File: src/rtl/sysctl_pkg.sv
package sysctl_pkg;
    localparam int DATA_W = 8;
    localparam int MASK_W = 24;
    localparam logic [1:0] RST_CODE = 2'b01;
    localparam logic [DATA_W-1:0] IDLE_READ = '1;

    typedef struct packed {
        logic              wr;
        logic              rd;
        logic [DATA_W-1:0] data;
    } port_req_t;

    typedef struct packed {
        logic sd;
        logic rs;
    } cpu_flags_t;

    function automatic logic [MASK_W-1:0] mask_sel(input logic wide, input int narrow_bits);
        logic [MASK_W-1:0] narrow;
        narrow = MASK_W'((64'd1 << narrow_bits) - 64'd1);
        return wide ? {MASK_W{1'b1}} : narrow;
    endfunction
endpackage

File: src/rtl/sysctl_cpu_ctl.sv
module sysctl_cpu_ctl
    import sysctl_pkg::*;
(
    input  logic       clk,
    input  logic       rst,
    input  port_req_t  req,
    input  logic       shutdown_evt,
    output cpu_flags_t flags,
    output logic       reset_pulse,
    output logic       mask_wide
);
    logic trig;
    assign trig = req.wr && (req.data[DATA_W-1 -: 2] == RST_CODE);

    always_ff @(posedge clk) begin
        if (rst) begin
            flags       <= '0;
            reset_pulse <= 1'b0;
            mask_wide   <= 1'b0;
        end else begin
            reset_pulse <= trig;
            if (req.wr) mask_wide <= req.data[0];
            flags.rs <= trig | (flags.rs & ~req.rd);
            flags.sd <= shutdown_evt | (flags.sd & ~req.rd);
        end
    end


    rst_code_pulse_chk: assert property (@(posedge clk) disable iff (rst)
        trig |=> (reset_pulse && flags.rs));

    pulse_origin_chk: assert property (@(posedge clk) disable iff (rst)
        $rose(reset_pulse) |-> $past(req.wr));

    shutdown_sticky_chk: assert property (@(posedge clk) disable iff (rst)
        shutdown_evt |=> flags.sd);

    read_clears_chk: assert property (@(posedge clk) disable iff (rst)
        (req.rd && !shutdown_evt) |=> !flags.sd);
endmodule

File: src/rtl/sysctl_win_reg.sv
module sysctl_win_reg
    import sysctl_pkg::*;
#(
    parameter int          MEM_AW  = 20,
    parameter int          TAG_W   = 4,
    parameter logic [3:0]  WIN_TAG = 4'hC,
    parameter int          SEL_BIT = 7,
    parameter int          LED_BIT = 1
) (
    input  logic              clk,
    input  logic              rst,
    input  port_req_t         req,
    input  logic [MEM_AW-1:0] mem_addr,
    output logic [DATA_W-1:0] ctrl,
    output logic              win_sel,
    output logic              led
);
    logic tag_hit;

    always_ff @(posedge clk) begin
        if (rst) ctrl <= '0;
        else if (req.wr) ctrl <= req.data;
    end

    assign tag_hit = (mem_addr[MEM_AW-1 -: TAG_W] == WIN_TAG[TAG_W-1:0]);
    assign win_sel = ctrl[SEL_BIT] && tag_hit;
    assign led     = ctrl[LED_BIT];


    win_region_chk: assert property (@(posedge clk) disable iff (rst)
        win_sel |-> (mem_addr[MEM_AW-1 -: TAG_W] == WIN_TAG[TAG_W-1:0]));
endmodule

File: src/rtl/sysctl_win.sv
module sysctl_win
    import sysctl_pkg::*;
#(
    parameter int          IO_AW       = 16,
    parameter int          MEM_AW      = 20,
    parameter int          NARROW_BITS = 20,
    parameter logic [15:0] CPU_PORT    = 16'h0060,
    parameter logic [15:0] WIN_PORT    = 16'hFD0F
) (
    input  logic              clk,
    input  logic              rst,
    input  logic [IO_AW-1:0]  io_addr,
    input  logic [DATA_W-1:0] io_wdata,
    input  logic              io_wr,
    input  logic              io_rd,
    output logic [DATA_W-1:0] io_rdata,
    input  logic              cpu_shutdown,
    input  logic [MEM_AW-1:0] mem_addr,
    output logic              cpu_rst_pulse,
    output logic [MASK_W-1:0] cpu_addr_mask,
    output logic [MASK_W-1:0] dma_addr_mask,
    output logic              win_sub_sel,
    output logic              led_ins
);
    logic       hit_cpu, hit_win, mask_wide;
    port_req_t  req_cpu, req_win;
    cpu_flags_t flags;
    logic [DATA_W-1:0] win_byte;

    assign hit_cpu = (io_addr == CPU_PORT[IO_AW-1:0]);
    assign hit_win = (io_addr == WIN_PORT[IO_AW-1:0]);

    assign req_cpu = '{wr: io_wr && hit_cpu, rd: io_rd && hit_cpu, data: io_wdata};
    assign req_win = '{wr: io_wr && hit_win, rd: io_rd && hit_win, data: io_wdata};

    sysctl_cpu_ctl u_cpu (
        .clk(clk), .rst(rst), .req(req_cpu), .shutdown_evt(cpu_shutdown),
        .flags(flags), .reset_pulse(cpu_rst_pulse), .mask_wide(mask_wide)
    );

    sysctl_win_reg #(.MEM_AW(MEM_AW)) u_win (
        .clk(clk), .rst(rst), .req(req_win), .mem_addr(mem_addr),
        .ctrl(win_byte), .win_sel(win_sub_sel), .led(led_ins)
    );

    always_comb begin
        if (hit_cpu)      io_rdata = {{(DATA_W-2){1'b0}}, flags.sd, flags.rs};
        else if (hit_win) io_rdata = win_byte;
        else              io_rdata = IDLE_READ;
    end

    assign cpu_addr_mask = mask_sel(mask_wide, NARROW_BITS);
    assign dma_addr_mask = cpu_addr_mask;


    mask_shape_chk: assert property (@(posedge clk) disable iff (rst)
        (cpu_addr_mask == dma_addr_mask) &&
        (cpu_addr_mask == 24'hFFFFFF || cpu_addr_mask == 24'h0FFFFF));
endmodule

File: config.mk
export PLATFORM = sky130hd
export DESIGN_NAME = sysctl_win
export DESIGN_NICKNAME = d
export VERILOG_FILES = /design/src/rtl/sysctl_pkg.sv /design/src/rtl/sysctl_cpu_ctl.sv /design/src/rtl/sysctl_win_reg.sv /design/src/rtl/sysctl_win.sv
export SDC_FILE = /design/constraint.sdc
export NUM_CORES = 1
export LEC_CHECK = 0
export CAP_MARGIN = 20
export CORE_MARGIN = 2
export CORE_UTILIZATION = 50
export CTS_CLUSTER_DIAMETER = 50
export CTS_CLUSTER_SIZE = 20
export DETAILED_ROUTE_END_ITERATION = 12
export DONT_BUFFER_PORTS = 1
export PLACE_DENSITY = 0.79
export SLEW_MARGIN = 20
export SYNTH_ARGS = -nofsm -noshare
export SYNTH_HDL_FRONTEND = slang
export SYNTH_HIERARCHICAL = 1
export SYNTH_SLANG_ARGS = --single-unit
export TNS_END_PERCENT = 1
File: constraint.sdc
create_clock -name clk -period 1.49 [get_ports clk]
set_input_delay 0.298 -clock clk [delete_from_list [all_inputs] [get_ports clk]]
set_output_delay 0.298 -clock clk [all_outputs]
set_load 0.02 [all_outputs]
After elaboration in Yosys (flattened, before gate mapping). Cells that the tools add are included.

Divide/modulo/power cells: 0. Mux-type cells: 3. Bitwise logic cells: 5. Reductions and logical operators: 5. Order comparisons: 0. Shift-type cells: 0. Equal/unequal tests: 4. Multipliers: 0. Add/subtract/negate cells: 0.

Operators by type and width (count): 24-bit two-way mux (1); 16-bit == test, second input constant (1); 16-bit by 7-bit == test with 1-bit output, second input constant (1); 8-bit two-way mux (2); 1-bit logical AND (5); 4-bit == test, second input constant (1); 1-bit AND (2); 2-bit by 1-bit == test with 1-bit output, second input constant (1); 1-bit OR (2); 1-bit inverter (1).

Memory bits (read-only): 0. Output and inout bits: 59. Latch bits: 0. Memories: 0. Flip-flop bits (word level): 12. RAM bits: 0.

Longest topological paths before layout. Gate-level depths: netlist (run 1).

Depth in word-level cells: 5. Gate-level depth with buffers: 7.

Hierarchy. Netlist (run 1), hierarchy kept.

Modules (own cells, without submodules): sysctl_win (cells an instance 86, instances 1, area each 613.1 µm², sequential area each 0.0 µm²); sysctl_win_reg (cells an instance 29, instances 1, area each 305.3 µm², sequential area each 160.2 µm²); sysctl_cpu_ctl (cells an instance 13, instances 1, area each 131.4 µm², sequential area each 80.1 µm²).

Least setup slack after synthesis (run 1). OpenSTA, ideal clock, no wires.

Path kind: input to output. From: in io_addr[15]. To: out io_rdata[0]. Stages: 4. Slack: 0.001 ns. Required time: 1.192 ns. Data arrival time: 1.191 ns. Buffers on the path: 1. Cell sequence: and4_2 -> and3_1 -> buf_4 -> a32oi_1.

Word-level cells in the longest chain between the ends: 3. Elaborated cells between the ends (all ways): 4. Those cells by class: eq/ne (2); mux (2).

Ends and longest elaborated chain: from (decl) (RTL line sysctl_win.sv:12) `input logic [IO_AW-1:0] io_addr,`; 16-bit == test (RTL line sysctl_win.sv:31) `assign hit_win = (io_addr == WIN_PORT[IO_AW-1:0]);`; 8-bit two-way mux (RTL line sysctl_win.sv:48) `else if (hit_win) io_rdata = win_byte;`; 8-bit two-way mux * (RTL line sysctl_win.sv:47) `if (hit_cpu) io_rdata = {{(DATA_W-2){1'b0}}, flags.sd, flags.rs};`; to (decl) (RTL line sysctl_win.sv:16) `output logic [DATA_W-1:0] io_rdata,`.

Mark *: on every way between the ends. The rest lies on a longest branch, timed or not.

Worst setup path after layout (run 1).
From: in io_addr[15]. To: out io_rdata[5].

Same word-level chain as after synthesis.

==> impl_results.md, run 1 <==
- Status: finished, final reports clean
- First-pass GRT wire length: between 2000 and 3000 µm
- Dpl hpwl: between 1500 and 2000 µm
- P&R area growth vs syn: 1.44%
- Critical R2R Capture: u_win/ctrl[1]$_SDFFE_PP0P_
- Grt total ovfl: 0
- Fillers: approximately 190
- Synthesis warning total: 6
- Worst hold endpoint: u_cpu/mask_wide$_SDFFE_PP0P_
- Antenna violations before repair: 0
- Met2 Use GR: between 30% and 40%
- Fin. Hold Viols: 0
- Syn_area_per_cell: 8.22 µm²
- Worst Setup Slack, final: roughly 18 ps
- Die width: just under 50 µm
- Clock transition at path regs: around 80 ps
- Die Area: 2470 µm²
- Total Nets Final: ~180
- R2R setup slack: between 700 and 800 ps
- Core Region: between 1500 and 2000 µm²
- Num CTS Buffers: 3
- CTS Buffer Depth: 2
- Crit-path max FO: 4
- Layout cells sized above 1: between 20% and 30%
- Maximum clock frequency: a little under 700 MHz
- Max-slew violations: 0
- Peak VDD IR: 0.000469 V
- Period Utilization, post-route: between 90% and 100%
- Number of H-tree levels: 1
- Crit path from: io_addr[15]
- Largest net degree at the start of global routing: 13
- Fin crit period: around 1500 ps
- Hold Crit Class: input pin to flop
- Port bufs: 0
- Wire per inst: between 10 and 15 µm
- Critical path arrival: 1170 ps
- Worst Skew: 0 ps
- Diodes inserted: 0
- Hold Crit Depth: 1
- 1st-pass router iterations: 4
- Final WL: roughly 2100 µm
- Grt met3 use: 4.55%
- Via density per instance: between 4 and 5
- Reg2reg start: u_win/ctrl[1]$_SDFFE_PP0P_
- Worst skew pair latency: approximately 270 ps
- Vert. Die Dim: slightly below 50 µm
- Pre-CTS setup slack: -106 ps
- R2R depth: 3
- Post-synthesis instance area: around 1000 µm²
- HP Start: rst
- Overall Global Routing Usage: ~15%
- Startpoint Class: input pin
- Crit. End Element: primary output
- # setup viols final: 0
- Crit path kind: input pin to primary output
- Syn Inst Count: 127
- Vias in the first global route: roughly 710
- I/O Pins: ~110
- Multi-input logic area: roughly 590 µm²
- Post-route ant nets: 0
- Rows: 16
- Clock sink count: 12
- WP data required: roughly 1200 ps
- Leak: around 0.45 nW
- DRT iter0 DRCs: 5
- PwrDens: between 600 and 700 nW/µm²
- Inst Count DP: between 150 and 200
- DRC Markers: 0
- Grt peak-use layer: met2
- Starting Density: a little over half
- CTS tree: built
- Register area: around 240 µm²
- GPL Wtd Cong: just over 0.7
- Final Non-Filler Cells: 160
- Clock tree root buffer cell: clkbuf_4
- Max-cap viol count: 0
- Vias: 760
- GR Util met1: roughly an eighth
## worst max path at each step
stage | endpoint
after global placement | io_rdata[0]
after global routing | io_rdata[5]
after CTS | io_rdata[1]
final | io_rdata[5]
after floorplan | io_rdata[0]
after detailed placement | io_rdata[6]
## power breakdown
| part | switching (mW) | internal (mW) | total [mW] |
|---|---|---|---|
| clock | 0.115 | 0.148 | 0.263 |
| sequential | 0.000956 | 0.322 | 0.323 |
| combinational | 0.102 | 0.0131 | 0.115 |
## layout by cell type, fill, tap and decap left out, types with 3 or more instances in the layout
cell type  instances
conb_1            40
buf_4             14
nor2_1            12
dfxtp_1           11
mux2i_1            9
nor3_1             8
a22oi_1            5
and3_1             4
and3_4             3
inv_1              3
clkbuf_4           3
## per-stage QoR
step | setup TNS [ps] | utilization (%) | hold WS [ps] | instance area (µm²) | power [mW]
after detailed placement | -829 | 48.4 | 371 | 950 | 0.438
final | 0 | 54.0 | 83.0 | 1060 | 0.702
after CTS | 0 | 51.6 | 70.7 | 1010 | 0.702
after global placement | -390 | 48.4 | 365 | 950 | 0.438
after global routing | -12.4 | 54.0 | 60.3 | 1060 | 0.733
after floorplan | 0 | - | 367 | 1190 | 0.518
## per-layer routing
layer,vias to the layer above,wire length [µm]
met3,0,252
met2,59,1130
met5,-,0
met1,346,717
li1,355,-
met4,0,0
## area by class of cell
cell class              count  share of cell area, %
flip-flops and latches     12                   22.8
clock buffers               4                   3.43
repair buffers             16                   13.7
multi-input cells          98                   55.8
well taps                  27                   3.19
inverters                   3                   1.06
## sequential cells by signal, summed over array words and instances, names as in the netlist
register           count
u_cpu/reset_pulse      1
u_cpu/mask_wide        1
u_cpu/flags            2
u_win/ctrl             8
## critical path, stage by stage
cell and delay, ps:
and4_2 220, and3_4 180, buf_4 140, a22oi_1 160, buf_4 180
## timing repair
action | CTS | global route
resized for setup | 3 | 7
hold buffers | 0 | 0
pin swaps | 1 | 2
setup buffers | 2 | 0
endpoints found under the setup margin | 8 | 8
cloned | 0 | 1
Note: power is estimated with default switching activity, not from simulation.
==> inputs of run 2 (changes only) <==
- CORE_UTILIZATION: 50 -> 45
- PLACE_DENSITY: 0.79 -> 0.73
==> run 2 against run 1 <==
Via count decreased by 1.4%. Largest cell class unchanged. Critical path depth did not move. Sequential power barely moved. Highest routed layer is now met4. Largest power group unchanged.
==> impl_results.md, run 2 (same netlist as run 1, synthesis figures left out) <==
- Fin. Hold Viols: 0 (unchanged)
- Largest net degree at the start of global routing: 13 (unchanged)
- Most used cell, CP: buf_4 (unchanged)
- Number of flip-flops under the largest register name: 8 (unchanged)
- Biggest register: u_win/ctrl (unchanged)
- Layout cells sized above 1: 23.1% (was 22.6%)
- Worst skew pair latency: 280 ps (was 270 ps)
- Commonest non-fill, non-tap cell in the layout: conb_1 (unchanged)
- Share of total power in combinational logic: 16.6% (was 16.4%)
- 1st-pass router iterations: 4 (unchanged)
- Crit. End Element: primary output (unchanged)
- Flop pwr share: 45.4% (was 46.0%)
- Biggest regs: u_win/ctrl x8, u_cpu/flags x2 (unchanged)
- Hold Crit Class: input pin to flop (unchanged)
- Max-cap viol count: 0 (unchanged)
- Status: finished, final reports clean (unchanged)
- DRT iter0 DRCs: 16 (was 5)
- Period Utilization, post-route: 98.2% (was 98.8%)
- CP max stage cell: nor4_4 (was and4_2)
- Peak VDD IR: 0.000497 V (was 0.000469 V)
- Num CTS Buffers: 3 (unchanged)
- Via density per instance: 4.62 (was 4.75)
- Starting Density: 47.2% (was 53.2%)
- Max-slew violations: 0 (unchanged)
- I/O Pins: 108 (unchanged)
- Post-route ant nets: 0 (unchanged)
- P&R area growth vs syn: 2.88% (was 1.44%)
- Fin crit period: 1460 ps (was 1470 ps)
- Clock transition at path regs: 90 ps (was 80 ps)
- Worst Skew: 0 ps (unchanged)
- Inst Count DP: 156 (was 153)
- Wire per inst: 12.8 µm (was 13.1 µm)
- Core Region: 2210 µm² (was 1960 µm²)
- Final WL: 2070 µm (was 2100 µm)
- Antenna violations before repair: 0 (unchanged)
- Critical path arrival: 1160 ps (was 1170 ps)
- DRC Markers: 0 (unchanged)
- Internal: 0.489 mW (was 0.484 mW)
- Hold Slack: 61.9 ps (was 83.0 ps)
- Die Area: 2720 µm² (was 2470 µm²)
- Crit path cell chain: nor4_4, and3_4, buf_4, a22oi_1, buf_4 (was and4_2, and3_4, buf_4, a22oi_1, buf_4)
- Grt total ovfl: 0 (unchanged)
- CTS Buffer Depth: 2 (unchanged)
- Dpl hpwl: 1570 µm (was 1540 µm)
- Port bufs: 0 (unchanged)
- PwrDens: 663 nW/µm² (about the same)
- Fillers: 224 (was 186)
- Crit path kind: input pin to primary output (unchanged)
- Die width: 52.2 µm (was 49.7 µm)
- WP data required: 1190 ps (about the same)
- Total Nets Final: 184 (was 183)
- Leak: 0.462 nW (was 0.446 nW)
- Overall Global Routing Usage: 13.8% (was 14.6%)
- Register area: 241 µm² (unchanged)
- Maximum clock frequency: 684 MHz (was 679 MHz)
- Number of H-tree levels: 1 (unchanged)
- CTS tree: built (unchanged)
- Most frequent cells in the layout: conb_1, buf_4, nor2_1, dfxtp_1, nor3_1 (was conb_1, buf_4, nor2_1, dfxtp_1, mux2i_1)
- Clock sink count: 12 (unchanged)
- Hold Crit Depth: 1 (unchanged)
- Vert. Die Dim: 52.2 µm (was 49.7 µm)
- Hold Buf Count CTS: 0 (unchanged)
- Final Non-Filler Cells: 162 (was 160)
- Multi-input logic area: 594 µm² (was 591 µm²)
- Clock tree root buffer cell: clkbuf_4 (unchanged)
- Sw Pwr: 0.223 mW (was 0.218 mW)
- GPL Wtd Cong: 0.709 (was 0.708)
- Vias: 749 (was 760)
- First-pass GRT wire length: 2760 µm (was 2810 µm)
- # setup viols final: 0 (unchanged)
- Slowest stage delay, CP: 250 ps (was 220 ps)
- Vias in the first global route: 628 (was 714)
- Startpoint Class: input pin (unchanged)
- Crit-path max FO: 5 (was 4)
- Rows: 17 (was 16)
- Sw Share: 31.4% (was 31.1%)
- R2R depth: 3 (unchanged)
- Diodes inserted: 0 (unchanged)
- Clock network fraction of total power: 37.9% (was 37.5%)
-- run 2: path summary, 6_finish.rpt --
path                               from                            to  slack (ps)
max                          io_addr[0]                   io_rdata[7]          30
min reg2reg   u_cpu/flags[0]$_SDFF_PP0_     u_cpu/flags[0]$_SDFF_PP0_         480
min                                 rst  u_cpu/mask_wide$_SDFFE_PP0P_          60
max reg2reg  u_win/ctrl[1]$_SDFFE_PP0P_    u_win/ctrl[1]$_SDFFE_PP0P_         730
-- run 2: critical path: cells and delay by family --
kind	cells	cell delay, ps
AND/OR/NAND/NOR	2	470
AO/OA/AOI/OAI	1	100
buffers and inverters	2	290
-- run 2: timing repair --
item,CTS,global route
pin swaps,0,2
setup endpoints to repair,1,8
resized for setup,1,8
buffers inserted,0,2
-- run 2: metal layers --
layer / routed length [µm] / track usage, %
met3: 255 / 6.03
met4: 15 / 5.13
met2: 1020 / 24.3
met1: 776 / 14.4
met5: 0 / 0
-- run 2: power groups by stage --
stage               logic, mW  registers [mW]  clock network [mW]
global route            0.128           0.323               0.279
floorplan               0.187           0.331                   0
detailed placement      0.108           0.331                   0
finish                  0.119           0.323               0.270
global placement        0.107           0.331                   0
CTS                     0.108           0.323               0.269
-- run 2: cell type report --
type / count / area share, %
multi-input cells: 97 / 55.4
inverters: 3 / 1.05
well taps: 28 / 3.26
repair buffers: 18 / 14.5
flip-flops and latches: 12 / 22.5
clock buffers: 4 / 3.38
-- run 2: through the flow --
stage	instance area, µm²	setup WS [ps]	power, mW	TNS [ps]	utilization [%]
finish	1070	27.0	0.712	0	48.5
global placement	953	-88.2	0.438	-602	43.1
CTS	991	0.135	0.700	0	44.8
detailed placement	953	-160	0.439	-1140	43.1
floorplan	1190	2.75	0.518	0	-
global route	1070	-14.7	0.730	-47.1	48.5
==> inputs of run 3 (changes only) <==
- PLACE_DENSITY: 0.73 -> 0.56
- clock period: 1.49 -> 1.64 ns (I/O delays scaled with it)
==> run 3 against run 2 <==
Non-clock buffer count down 3. Clock-buffer cell count unchanged. First-iteration DRC count down 63%. Core utilization down 3.5 points. Global-route usage down 0.77 points.
==> impl_results.md, run 3 (same netlist as run 1, synthesis figures left out) <==
- WP data required: 1310 ps (was 1190 ps)
- Worst Skew: 0 ps (unchanged)
- PwrDens: 632 nW/µm² (was 663 nW/µm²)
- Wire per inst: 11.3 µm (was 12.8 µm)
- Peak VDD IR: 0.000463 V (was 0.000497 V)
- Hold Slack: 101 ps (was 61.9 ps)
- Num CTS Buffers: 3 (unchanged)
- Worst skew pair latency: 280 ps (about the same)
- Critical R2R Capture: u_win/ctrl[1]$_SDFFE_PP0P_ (unchanged)
- Post-route ant nets: 0 (unchanged)
- Max-slew violations: 0 (unchanged)
- Clock tree root buffer cell: clkbuf_4 (unchanged)
- # setup viols final: 0 (unchanged)
- Total Nets Final: 181 (was 184)
- Fin crit period: roughly 1600 ps
- CTS tree: built (unchanged)
- Status: finished, final reports clean (unchanged)
- Die Area: 2720 µm² (unchanged)
- CP max stage cell: nor4_1 (was nor4_4)
- Design area: 996 µm² (was 1070 µm²)
- Biggest regs: u_win/ctrl x8, u_cpu/flags x2 (unchanged)
- Crit. End Element: primary output (unchanged)
- Clock transition at path regs: 80 ps (was 90 ps)
- Overall Global Routing Usage: 13.0% (was 13.8%)
- Port bufs: 0 (unchanged)
- Hold Crit Class: input pin to flop (unchanged)
- Most used cell, CP: buf_4 (unchanged)
- Number of flip-flops under the largest register name: 8 (unchanged)
- DRT iter0 DRCs: 6 (was 16)
- Commonest non-fill, non-tap cell in the layout: conb_1 (unchanged)
- Final Util: 45.0% (was 48.5%)
- Slowest stage delay, CP: 270 ps (was 250 ps)
- Final WL: 1800 µm (was 2070 µm)
- Most frequent cells in the layout: conb_1, buf_4, nor2_1, dfxtp_1, nor3_1 (unchanged)
- Rows: 17 (unchanged)
- Vert. Die Dim: 52.2 µm (unchanged)
- First-pass GRT wire length: 2580 µm (was 2760 µm)
- Starting Density: 47.2% (unchanged)
- I/O Pins: 108 (unchanged)
- RSZ-0062 raised after global routing: false
- Critical path arrival: 1230 ps (was 1160 ps)
- Total power: 0.630 mW (was 0.712 mW)
- Crit path kind: input pin to primary output (unchanged)
- P&R area growth vs syn: -4.56% (was 2.88%)
- Hold Crit Depth: 1 (unchanged)
- Grt total ovfl: 0 (unchanged)
- Diodes inserted: 0 (unchanged)
- Biggest register: u_win/ctrl (unchanged)
- Period Utilization, post-route: a little over nine tenths
- R2R setup slack: 890 ps (was 730 ps)
- Number of H-tree levels: 1 (unchanged)
- Max-cap viol count: 0 (unchanged)
- Layout cells sized above 1: 17.6% (was 23.1%)
- Reg2reg start: u_win/ctrl[1]$_SDFFE_PP0P_ (unchanged)
- Final Non-Filler Cells: 159 (was 162)
- 1st-pass router iterations: 3 (was 4)
- CTS Buffer Depth: 2 (unchanged)
- HP Start: rst (unchanged)
- Die width: 52.2 µm (unchanged)
- DRC Markers: 0 (unchanged)
- Worst hold endpoint: u_cpu/mask_wide$_SDFFE_PP0P_ (unchanged)
- Crit path cell chain: nor4_1, and3_1, buf_4, a22oi_1, buf_4 (was nor4_4, and3_4, buf_4, a22oi_1, buf_4)
- GPL Wtd Cong: 0.659 (was 0.709)
- Vias: 711 (was 749)
- Startpoint Class: input pin (unchanged)
- R2R depth: 2 (was 3)
- Inst Count DP: 154 (was 156)
- Largest net degree at the start of global routing: 13 (unchanged)
- Leak: 0.434 nW (was 0.462 nW)
- Dpl hpwl: 1410 µm (was 1570 µm)
- Clock sink count: 12 (unchanged)
- Maximum clock frequency: around 640 MHz
- Crit-path max FO: 7 (was 5)
- Vias in the first global route: 610 (was 628)
- Core Region: 2210 µm² (unchanged)
- Fin. Hold Viols: 0 (unchanged)
- Antenna violations before repair: 0 (unchanged)
- Via density per instance: 4.47 (was 4.62)
- Area post-placement: 938 µm² (was 953 µm²)
run 3: through the flow:
stage / TNS, ps / setup WS [ps]
global placement: 0 / 13.3
finish: 0 / 81.4
global route: 0 / 16.7
CTS: 0 / 76.9
floorplan: 0 / 92.7
detailed placement: -58.9 / -29.1
run 3: power by group:
group          internal [mW]  switching [mW]
Sequential             0.293        0.000865
Clock                  0.135           0.101
Combinational        0.00992          0.0906
run 3: worst max path at each step:
| stage | endpoint | slack, ps | cells past startpoint | from |
|---|---|---|---|---|
| after floorplan | io_rdata[0] | 90 | 4 | io_addr[15] |
| after global placement | u_win/ctrl[1]$_SDFFE_PP0P_ | 10 | 6 | io_addr[4] |
| after detailed placement | u_win/ctrl[1]$_SDFFE_PP0P_ | -30 | 6 | io_addr[4] |
| after CTS | io_rdata[0] | 80 | 4 | io_addr[8] |
| after global routing | io_rdata[1] | 20 | 3 | u_win/ctrl[1]$_SDFFE_PP0P_ |
| final | io_rdata[4] | 80 | 5 | io_addr[0] |
run 3: timing repair:
action | 4_1_cts | 5_1_grt
hold buffers | 0 | 0
setup buffers | 0 | 1
endpoints found under the setup margin | 0 | 1
gates resized for setup | 0 | 1
run 3: final cells by class:
class	count	area [µm²]
repair buffers	15	138
flip-flops and latches	12	241
multi-input cells	97	534
well taps	28	35.0
inverters	3	11.3
clock buffers	4	36.3
fillers	241	1220
run 3: per-layer routing:
metal / routed length, µm / vias up / track usage, %
li1: - / 349 / -
met1: 703 / 307 / 14.7
met2: 824 / 53 / 20.0
met3: 258 / 2 / 8.33
met4: 11 / 0 / 3.85
met5: 0 / - / 0
run 3: critical path, delay by kind of cell:
kind	cells	cell delay, ps
AOI/OAI and AO/OA	1	90
and+or+nand+nor	2	490
buffers and inverters	2	320
